File: src/rtl/ftx_pkg.sv
package ftx_pkg;

  // Strobes from control to datapath
  typedef struct packed {
    logic launchNew;   // load wordIn into the shifter
    logic launchHeld;  // load the held word into the shifter
    logic captureHold; // store wordIn in the hold register
    logic shiftNext;   // advance to the next bit
  } ftxStrobe_t;

  typedef enum logic {
    ST_IDLE  = 1'b0,
    ST_SHIFT = 1'b1
  } ftxState_t;

endpackage

File: src/rtl/ftx_ctrl.sv
module ftx_ctrl
  import ftx_pkg::*;
#(
  parameter int WORD_W     = 32,
  parameter int LEN_CODE_W = 2,
  parameter int DIV_CODE_W = 2
) (
  input  logic                  clk,
  input  logic                  rstN,
  input  logic                  loadStb,
  input  logic [LEN_CODE_W-1:0] lenCode,
  input  logic [DIV_CODE_W-1:0] divCode,
  input  logic                  slowSel,
  output ftxStrobe_t            strb,
  output logic                  frame,
  output logic                  busy,
  output logic                  sclk
);

  localparam int STEP  = WORD_W >> LEN_CODE_W;
  localparam int BIT_W = $clog2(WORD_W);
  localparam int PH_W  = 1 << DIV_CODE_W;

  ftxState_t             state;
  logic                  pending;
  logic [BIT_W-1:0]      bitCnt;
  logic [PH_W-1:0]       phase;
  logic [DIV_CODE_W-1:0] divQ;
  logic                  slowQ;

  logic [PH_W-1:0] phaseTop;
  logic [PH_W-1:0] halfMark;
  logic            periodLast;
  logic            inShift;
  logic            launch;

  assign inShift    = (state == ST_SHIFT);
  assign phaseTop   = PH_W'((2 << int'(divQ)) - 1);
  assign halfMark   = PH_W'(1 << int'(divQ));
  assign periodLast = slowQ ? (phase == phaseTop) : 1'b1;

  always_comb begin
    strb.launchHeld  = !inShift && pending;
    strb.launchNew   = !inShift && !pending && loadStb;
    strb.captureHold = inShift && loadStb && !pending;
    strb.shiftNext   = inShift && periodLast && (bitCnt != '0);
  end

  assign launch = strb.launchHeld || strb.launchNew;

  always_ff @(posedge clk or negedge rstN) begin
    if (!rstN) begin
      state  <= ST_IDLE;
      bitCnt <= '0;
      phase  <= '0;
      divQ   <= '0;
      slowQ  <= 1'b0;
    end else if (launch) begin
      state  <= ST_SHIFT;
      bitCnt <= BIT_W'((int'(lenCode) + 1) * STEP - 1);
      phase  <= '0;
      divQ   <= divCode;
      slowQ  <= slowSel;
    end else if (inShift) begin
      if (periodLast) begin
        phase <= '0;
        if (bitCnt == '0) state <= ST_IDLE;
        else              bitCnt <= bitCnt - 1'b1;
      end else begin
        phase <= phase + 1'b1;
      end
    end
  end

  always_ff @(posedge clk or negedge rstN) begin
    if (!rstN)                 pending <= 1'b0;
    else if (strb.launchHeld)  pending <= 1'b0;
    else if (strb.captureHold) pending <= 1'b1;
  end

  assign frame = inShift;
  assign busy  = inShift || pending;
  // Divided mode: second half of each bit is high. Master mode: the
  // inverted master clock, so data (changed at clk rise) moves on its fall.
  assign sclk  = inShift && (slowQ ? (phase >= halfMark) : ~clk);

endmodule

File: src/rtl/ftx_datapath.sv
module ftx_datapath
  import ftx_pkg::*;
#(
  parameter int WORD_W = 32
) (
  input  logic              clk,
  input  logic              rstN,
  input  ftxStrobe_t        strb,
  input  logic [WORD_W-1:0] wordIn,
  output logic              serData
);

  logic [WORD_W-1:0] shiftReg;
  logic [WORD_W-1:0] holdReg;

  always_ff @(posedge clk or negedge rstN) begin
    if (!rstN)                shiftReg <= '0;
    else if (strb.launchNew)  shiftReg <= wordIn;
    else if (strb.launchHeld) shiftReg <= holdReg;
    else if (strb.shiftNext)  shiftReg <= {shiftReg[WORD_W-2:0], 1'b0};
  end

  always_ff @(posedge clk or negedge rstN) begin
    if (!rstN)                 holdReg <= '0;
    else if (strb.captureHold) holdReg <= wordIn;
  end

  assign serData = shiftReg[WORD_W-1];

endmodule

File: src/rtl/freq_serial_tx.sv
module freq_serial_tx
  import ftx_pkg::*;
#(
  parameter int WORD_W     = 32,
  parameter int LEN_CODE_W = 2,
  parameter int DIV_CODE_W = 2
) (
  input  logic                  clk,
  input  logic                  rstN,
  input  logic                  loadStb,
  input  logic [WORD_W-1:0]     wordIn,
  input  logic [LEN_CODE_W-1:0] lenCode,
  input  logic [DIV_CODE_W-1:0] divCode,
  input  logic                  slowSel,
  output logic                  serData,
  output logic                  serClk,
  output logic                  serFrame,
  output logic                  busy
);

  ftxStrobe_t strb;

  ftx_ctrl #(
    .WORD_W(WORD_W), .LEN_CODE_W(LEN_CODE_W), .DIV_CODE_W(DIV_CODE_W)
  ) ctrl_i (
    .clk(clk), .rstN(rstN), .loadStb(loadStb), .lenCode(lenCode),
    .divCode(divCode), .slowSel(slowSel), .strb(strb),
    .frame(serFrame), .busy(busy), .sclk(serClk)
  );

  ftx_datapath #(.WORD_W(WORD_W)) dp_i (
    .clk(clk), .rstN(rstN), .strb(strb), .wordIn(wordIn), .serData(serData)
  );

endmodule

File: config.mk
export PLATFORM = sky130hd
export DESIGN_NAME = freq_serial_tx
export DESIGN_NICKNAME = d
export VERILOG_FILES = /design/src/rtl/ftx_pkg.sv /design/src/rtl/ftx_ctrl.sv /design/src/rtl/ftx_datapath.sv /design/src/rtl/freq_serial_tx.sv
export SDC_FILE = /design/constraint.sdc
export NUM_CORES = 1
export LEC_CHECK = 0
export ABC_AREA = 1
export BUFFER_PORTS_ARGS = -buffer_cell sky130_fd_sc_hd__buf_2
export CORE_ASPECT_RATIO = 0.9
export CORE_UTILIZATION = 30
export CTS_CLUSTER_SIZE = 20
export DETAILED_ROUTE_END_ITERATION = 16
export REMOVE_ABC_BUFFERS = 1
export SLEW_MARGIN = 20
export SYNTH_ARGS = -nofsm -noshare
export SYNTH_HDL_FRONTEND = slang
export SYNTH_SLANG_ARGS = --single-unit
File: constraint.sdc
create_clock -name clk -period 2.3 [get_ports clk]
set_clock_uncertainty 0.2 [all_clocks]
set_input_delay 0.345 -clock clk [delete_from_list [all_inputs] [get_ports clk]]
set_output_delay 0.345 -clock clk [all_outputs]
set_load 0.02 [all_outputs]
# Yosys cells after proc, flatten, opt, wreduce, memory -nomap -nowiden
# Cells that the tools add are included.
dict set report word_totals {
  regBits 78
  in_bits 40
}
dict set report op_classes {
  addsub 5
  magnitude_cmp 1
  n_eq_ne 2
  shift 2
  mux 18
  n_bitwise 1
  n_reduce_logical 19
}
# op count
set op_table {}
lappend op_table {{two-way mux 32 bit} 3}
lappend op_table {{two-way mux 5 bit} 4}
lappend op_table {{two-way mux 4 bit} 3}
lappend op_table {{logical AND 1 bit} 8}
lappend op_table {{two-way mux 1 bit} 8}
lappend op_table {{nonzero test 2 bit} 3}
lappend op_table {{logical NOT 5 bit} 1}
lappend op_table {{nonzero test 5 bit} 1}
lappend op_table {{subtractor 5 x 1 -> 5 bit, second input constant} 1}
lappend op_table {{subtractor 5 x 2 -> 5 bit, second input constant} 1}
lappend op_table {{adder 4 x 1 -> 4 bit, second input constant} 1}
lappend op_table {{equality test 4 bit} 1}
lappend op_table {{>= comparator 4 bit} 1}
lappend op_table {{<< shifter 1 x 2 -> 4 bit, first input constant} 1}
lappend op_table {{<< shifter 2 x 2 -> 4 bit, first input constant} 1}
lappend op_table {{subtractor 4 x 2 -> 4 bit, second input constant} 1}
lappend op_table {{AND reduction 3 bit} 1}
lappend op_table {{nonzero test 3 bit} 1}
lappend op_table {{adder 2 x 1 -> 2 bit, second input constant} 1}
lappend op_table {{logical NOT 1 bit} 2}
lappend op_table {{logical OR 1 bit} 2}
lappend op_table {{inequality test 2 x 1 -> 1 bit, second input constant} 1}
lappend op_table {{NOT 1 bit} 1}

# Longest topological paths before layout
# Gate-level depths: netlist (run 1).
dict set report logic_depth {
  ltp_word 9
  depth_mapped 10
  depth_no_buf 9
}

# Modules after synthesis
# Synthesis (run 1) repeated with hierarchy kept, for this count alone.
dict set report hier_totals {
  cells_unflattened 531
  hier_area_um2 4087.7
}
# mod instances cells_per_inst area_each_um2
set by_module_without_submodules {}
lappend by_module_without_submodules {ftx_datapath 1 412 3123.0}
lappend by_module_without_submodules {ftx_ctrl 1 119 964.7}

==> results of run 1 <==
## worst max-delay path, stage by stage (launching register included)
cell	delay, ns
dfrtp_1	0.39
buf_4	0.15
buf_6	0.12
nor2_4	0.11
ha_4	0.21
nand4_1	0.09
nand3_2	0.09
o21ai_2	0.12
inv_1	0.06
buf_6	0.13
## routing by layer
layer / part of all wire [%] / vias to the layer above / GRT usage (%)
met4: 1.3 / 0 / 7.64
met2: 48 / 63 / 24.9
met1: 46 / 1651 / 17.1
li1: - / 1780 / -
met3: 4.3 / 11 / 3.91
met5: 0 / - / 0
## power by group
group / switching (mW) / internal, mW / total [mW]
Clock: 0.570 / 1.22 / 1.79
Combinational: 0.0542 / 0.0689 / 0.123
Sequential: 0 / 1.37 / 1.37
## final cells by class
cell class	count	area, um2	share of cell area, %
flip-flops and latches	78	1950	36.3
multi-input cells	348	1870	34.7
well taps	168	210	3.90
clock inverters	4	71.3	1.32
inverters	50	188	3.49
repair buffers	91	752	14.0
clock buffers	16	343	6.37
## registers in the layout, indices dropped and copies added (netlist names)
| register | flops |
|---|---|
| ctrl_i.pending | 1 |
| dp_i.holdReg | 32 |
| ctrl_i.frame | 1 |
| ctrl_i.divQ | 2 |
| ctrl_i.bitCnt | 5 |
| ctrl_i.slowQ | 1 |
| ctrl_i.phase | 4 |
| dp_i.shiftReg | 32 |
## synthesized netlist by cell type, types with 4 or more instances
cell      instances
nand2_1         165
dfrtp_1          78
o21ai_0          63
inv_1            47
nand3_1          45
mux2_2           31
buf_2            16
nor2_1           11
a21oi_1           7
ha_1              6
o21ai_1           6
clkbuf_1          4
inv_2             4
## placed cells by master, fill, tap and decap left out, drive strengths merged
master / instances
bufinv: 2
ha: 6
clkinvlp: 1
clkbuf: 15
nand2: 168
nor2: 13
o21ai: 69
o22ai: 1
nand3b: 1
dlygate4sd3: 37
inv: 51
o21bai: 2
nand3: 45
or2: 1
dfrtp: 78
a21oi: 7
xor2: 2
mux2: 31
buf: 55
nand4: 2
## kinds of logic (layout without fill, tap and decap cells)
logic type	after synthesis	after routing	share of synthesized area, %
compound gates	79	79	9.84
xor+xnor	2	2	0.429
buf+inv	76	161	8.13
fa+ha+maj	6	6	1.84
simple gates	230	230	23.4
flops	78	78	47.8
mux	31	31	8.56
## metrics by stage
stage               cells  hold WS [ns]  TNS [ns]
CTS                   752        0.0641    -0.123
finish                755        0.0664    -0.157
detailed placement    696         0.157         0
global placement      696         0.155         0
floorplan             477        -0.151         0
global route          755         0.102    -0.278
## path summary, 6_finish.rpt
check	start	endpoint	slack [ns]	cells after the start
max	ctrl_i.divQ[1]$_DFFE_PN0N_	serClk	-0.16	9
min	lenCode[1]	ctrl_i.bitCnt[4]$_DFFE_PN0P_	0.07	5
max reg2reg	ctrl_i.divQ[1]$_DFFE_PN0N_	dp_i.shiftReg[5]$_DFFE_PN0P_	0.31	10
min reg2reg	dp_i.shiftReg[15]$_DFFE_PN0P_	dp_i.shiftReg[15]$_DFFE_PN0P_	0.27	2
max in group asynchronous	rstN	dp_i.holdReg[10]$_DFFE_PN0P_	1.10	3
min in group asynchronous	rstN	ctrl_i.slowQ$_DFFE_PN0N_	0.21	2
## repair_timing
action,in CTS,in global routing
endpoints found under the hold margin,73,0
pin swaps,4,5
setup buffers,1,3
gates cloned,0,0
gates resized for setup,14,4
hold buffers,37,0
setup endpoints to repair,2,33
==> results.json, run 1 <==
{
  "port_buffers": 43,
  "start_util_pct": 30.6,
  "synth_edf_count": 0,
  "core_um2": 13300,
  "grt_max_degree": 63,
  "num_vias": 3505,
  "required_ns": 1.75,
  "report.final.slew_viol_count": 0,
  "critPathKind": "flop to primary output",
  "antenna_found_initial": 0,
  "netlist_area_um2": 4080,
  "fin_crit_sh_pct": 107,
  "violations": "design-rule violations, negative setup slack",
  "first_global_vias": 3551,
  "wl_per_cell_um": 12.4,
  "pre_cts_slack_ns": 0.124,
  "cp_max_fo": 3,
  "wl_um": 9390,
  "worst_pin_slew_ns": 0.515,
  "insertion_delay_ns": 0.45,
  "power.density_nw_per_um2": 611,
  "synth_cells": 502,
  "rows": 40,
  "vias_per_cell": 4.64,
  "ios": 44,
  "utilization_pct": 40.5,
  "synth-seq-cells": 78,
  "hp-class": "input pin to flop",
  "final_cell_area_um2": 5390,
  "synth_flop_cell": "dfrtp_1",
  "total_power_mw": 3.29,
  "drt_iter0_markers": 193,
  "gp_congestion": 0.782,
  "ys_seq_area_share_pct": 47.8,
  "dp_hpwl_um": 5780,
  "final-hold-violation-count": 0,
  "critPathCaptureType": "primary output",
  "async_reset_ff_share_pct": 100,
  "drc": 5,
  "synth_top_cell_area_share_pct": 47.8,
  "critPathArrivalTime_ns": 1.91,
  "die_h_um": 113,
  "nFillCells": 1340,
  "diodes": 0,
  "grt_setup_unrepaired": "true",
  "clkTransAtPathRegs_ns": 0.06,
  "synth_area_leaders": "dfrtp_1, nand2_1, mux2_2",
  "track_usage_pct": 14.7,
  "yosysTopAreaCell": "dfrtp_1",
  "yosys_warnings": 0,
  "drive_gt1_share_pct": 21.6,
  "first_pass_iters": 12,
  "syn_to_final_growth_pct": 32.0,
  "max_cap_violations": 0,
  "tritoncts": "yes",
  "setup_violations": 2,
  "ir_drop_v": 0.000328,
  "maxSlewHeadroom_pct": 65.7,
  "synth_area_per_cell_um2": 8.13,
  "grt_pass1_wl_um": 16200,
  "clock.fmax_ghz": 0.407,
  "grt-ovfl-total": 0,
  "dieArea_um2": 14100,
  "period_minus_slack_ns": 2.46,
  "nets": 629,
  "setup_ws_ns": -0.157,
  "place_area_um2": 4500,
  "ys_types": 25,
  "outcome": "finished with violations",
  "fp.dieW_um": 125,
  "leakage_nw": 2.73,
  "crit_path_start_kind": "flop",
  "ant_nets": 0
}
(Power assumes the default switching activity.)
==> inputs of run 2 (changes only) <==
--- a/config.mk
+++ b/config.mk
@@ -9,6 +9,7 @@
 export BUFFER_PORTS_ARGS = -buffer_cell sky130_fd_sc_hd__buf_2
 export CORE_ASPECT_RATIO = 0.9
 export CORE_UTILIZATION = 30
+export CTS_BUF_LIST = sky130_fd_sc_hd__clkbuf_8
 export CTS_CLUSTER_SIZE = 20
 export DETAILED_ROUTE_END_ITERATION = 16
 export REMOVE_ABC_BUFFERS = 1
==> constraint.sdc (replaced) <==
create_clock -name clk -period 2.5 [get_ports clk]
set_clock_uncertainty 0.2 [all_clocks]
set_input_delay 0.375 -clock clk [delete_from_list [all_inputs] [get_ports clk]]
set_output_delay 0.375 -clock clk [all_outputs]
set_load 0.02 [all_outputs]
==> run 2 against run 1 <==
Compared with the run above: the run ends with design-rule violations left; clock power down 33%; clock-buffer cell count shrank 1; critical path depth is 1 lower; largest power group is now sequential cells.
==> results.json, run 2 (synthesized netlist as in run 1, its figures left out) <==
{
  "power.density_nw_per_um2": 497,
  "period_minus_slack_ns": 2.47,
  "crit_path_start_kind": "flop",
  "tritoncts": "yes",
  "ir_drop_v": 0.000341,
  "first_global_vias": 3414,
  "setup_violations": 0,
  "antenna_found_initial": 0,
  "setup_ws_ns": 0.0259,
  "cp_max_fo": 4,
  "dp_hpwl_um": 5560,
  "dieArea_um2": 14100,
  "leakage_nw": 2.64,
  "stdcell_count": 753,
  "pre_cts_slack_ns": -0.0664,
  "diodes": 0,
  "wl_per_cell_um": 12.1,
  "drc": 4,
  "outcome": "finished with violations",
  "syn_to_final_growth_pct": 26.8,
  "first_pass_iters": 10,
  "grt-ovfl-total": 0,
  "nets": 627,
  "clock.fmax_ghz": 0.404,
  "critPathCaptureType": "primary output",
  "vias_per_cell": 4.61,
  "violations": "design-rule violations",
  "final_cell_mix": "nand2_1, dfrtp_1, o21ai_0, inv_1, nand3_1",
  "required_ns": 1.92,
  "gp_congestion": 0.762,
  "grt_setup_unrepaired": "true",
  "dp.cells": 694,
  "start_util_pct": 30.6,
  "utilization_pct": 38.9,
  "grt_pass1_wl_um": 16100,
  "top_regs": "dp_i.holdReg x32, dp_i.shiftReg x32, ctrl_i.bitCnt x5",
  "num_vias": 3474,
  "report.final.slew_viol_count": 0,
  "port_buffers": 43,
  "drt_iter0_markers": 152,
  "wl_um": 9140,
  "grt_max_degree": 63,
  "critPathArrivalTime_ns": 1.90,
  "critPathKind": "flop to primary output",
  "drive_gt1_share_pct": 21.5,
  "die_h_um": 113,
  "fp.dieW_um": 125,
  "max_cap_violations": 0,
  "worst_pin_slew_ns": 0.845,
  "fin_crit_sh_pct": 99.0,
  "maxSlewHeadroom_pct": 43.6,
  "clkTransAtPathRegs_ns": 0.09,
  "final-hold-violation-count": 0,
  "core_um2": 13300,
  "ios": 44,
  "rows": 40,
  "final_common_cell": "nand2_1",
  "insertion_delay_ns": 0.47,
  "track_usage_pct": 14.6,
  "ant_nets": 0,
  "tns_ns": 0,
  "hp-class": "input pin to flop"
}
[run 2: changes by cell type in the layout (fill, tap and decap cells not counted), moves of 2 or more]
cell / before / now
buf_12: 6 / 3
nor2_2: 1 / 3
buf_4: 6 / 8
clkbuf_16: 12 / 0
clkbuf_8: 2 / 14
clkinv_2: 0 / 2
[run 2: final cells by class]
cell class | count | area (um2)
Fill cell | 1348 | 8140
Sequential cell | 78 | 1950
Multi-Input combinational cell | 349 | 1860
Timing Repair Buffer | 88 | 686
Tap cell | 168 | 210
Clock buffer | 15 | 204
Inverter | 50 | 188
Clock inverter | 5 | 73.8
[run 2: worst max-delay path: stages (launching register included)]
cell,delay [ns]
dfrtp_1,0.40
buf_4,0.16
nor2_2,0.11
ha_1,0.25
nand4_1,0.12
nand3_2,0.09
o21ai_2,0.12
inv_1,0.06
buf_6,0.12
[run 2: what timing repair did]
item / in CTS / in global routing
pin swaps: 1 / 3
cloned: 1 / 0
endpoints found under the setup margin: 39 / 2
buffers inserted: 1 / 3
hold buffers: 36 / 0
gates resized for setup: 9 / 6
endpoints found under the hold margin: 67 / 0
[run 2: path summary, 6_finish.rpt]
check / to / slack [ns] / cells after the start / from
max: serClk / 0.03 / 8 / ctrl_i.divQ[1]$_DFFE_PN0N_
max reg2reg: dp_i.shiftReg[5]$_DFFE_PN0P_ / 0.19 / 8 / ctrl_i.bitCnt[0]$_DFFE_PN0P_
max in group asynchronous: dp_i.holdReg[28]$_DFFE_PN0P_ / 1.30 / 3 / rstN
min in group asynchronous: ctrl_i.phase[1]$_DFFE_PN0P_ / 0.19 / 2 / rstN
min reg2reg: dp_i.shiftReg[18]$_DFFE_PN0P_ / 0.27 / 2 / dp_i.shiftReg[18]$_DFFE_PN0P_
min: dp_i.holdReg[0]$_DFFE_PN0P_ / 0.01 / 3 / wordIn[0]
[run 2: where the power goes]
group / switching (mW) / internal, mW / leakage [nW]
registers: 0 / 1.26 / 0.902
logic: 0.0494 / 0.0624 / 1.59
clock network: 0.489 / 0.710 / 0.155
total: 0.539 / 2.03 / 2.64
[run 2: per-layer routing]
layer	part of all wire [%]	GRT usage [%]	vias to the layer above
li1	-	-	1770
met1	48	17.8	1641
met2	47	24.1	55
met3	3.6	4.48	8
met4	1.4	6.42	0
met5	0	0	-
[run 2: metrics by stage]
stage | total power, mW | cell area, um2 | hold WS (ns)
after global routing | 2.68 | 5170 | 0.00249
after CTS | 2.61 | 5130 | 0.00491
after floorplan | 1.29 | 3940 | -0.121
final | 2.57 | 5170 | 0.0136
after detailed placement | 1.36 | 4460 | 0.170
after global placement | 1.36 | 4460 | 0.163
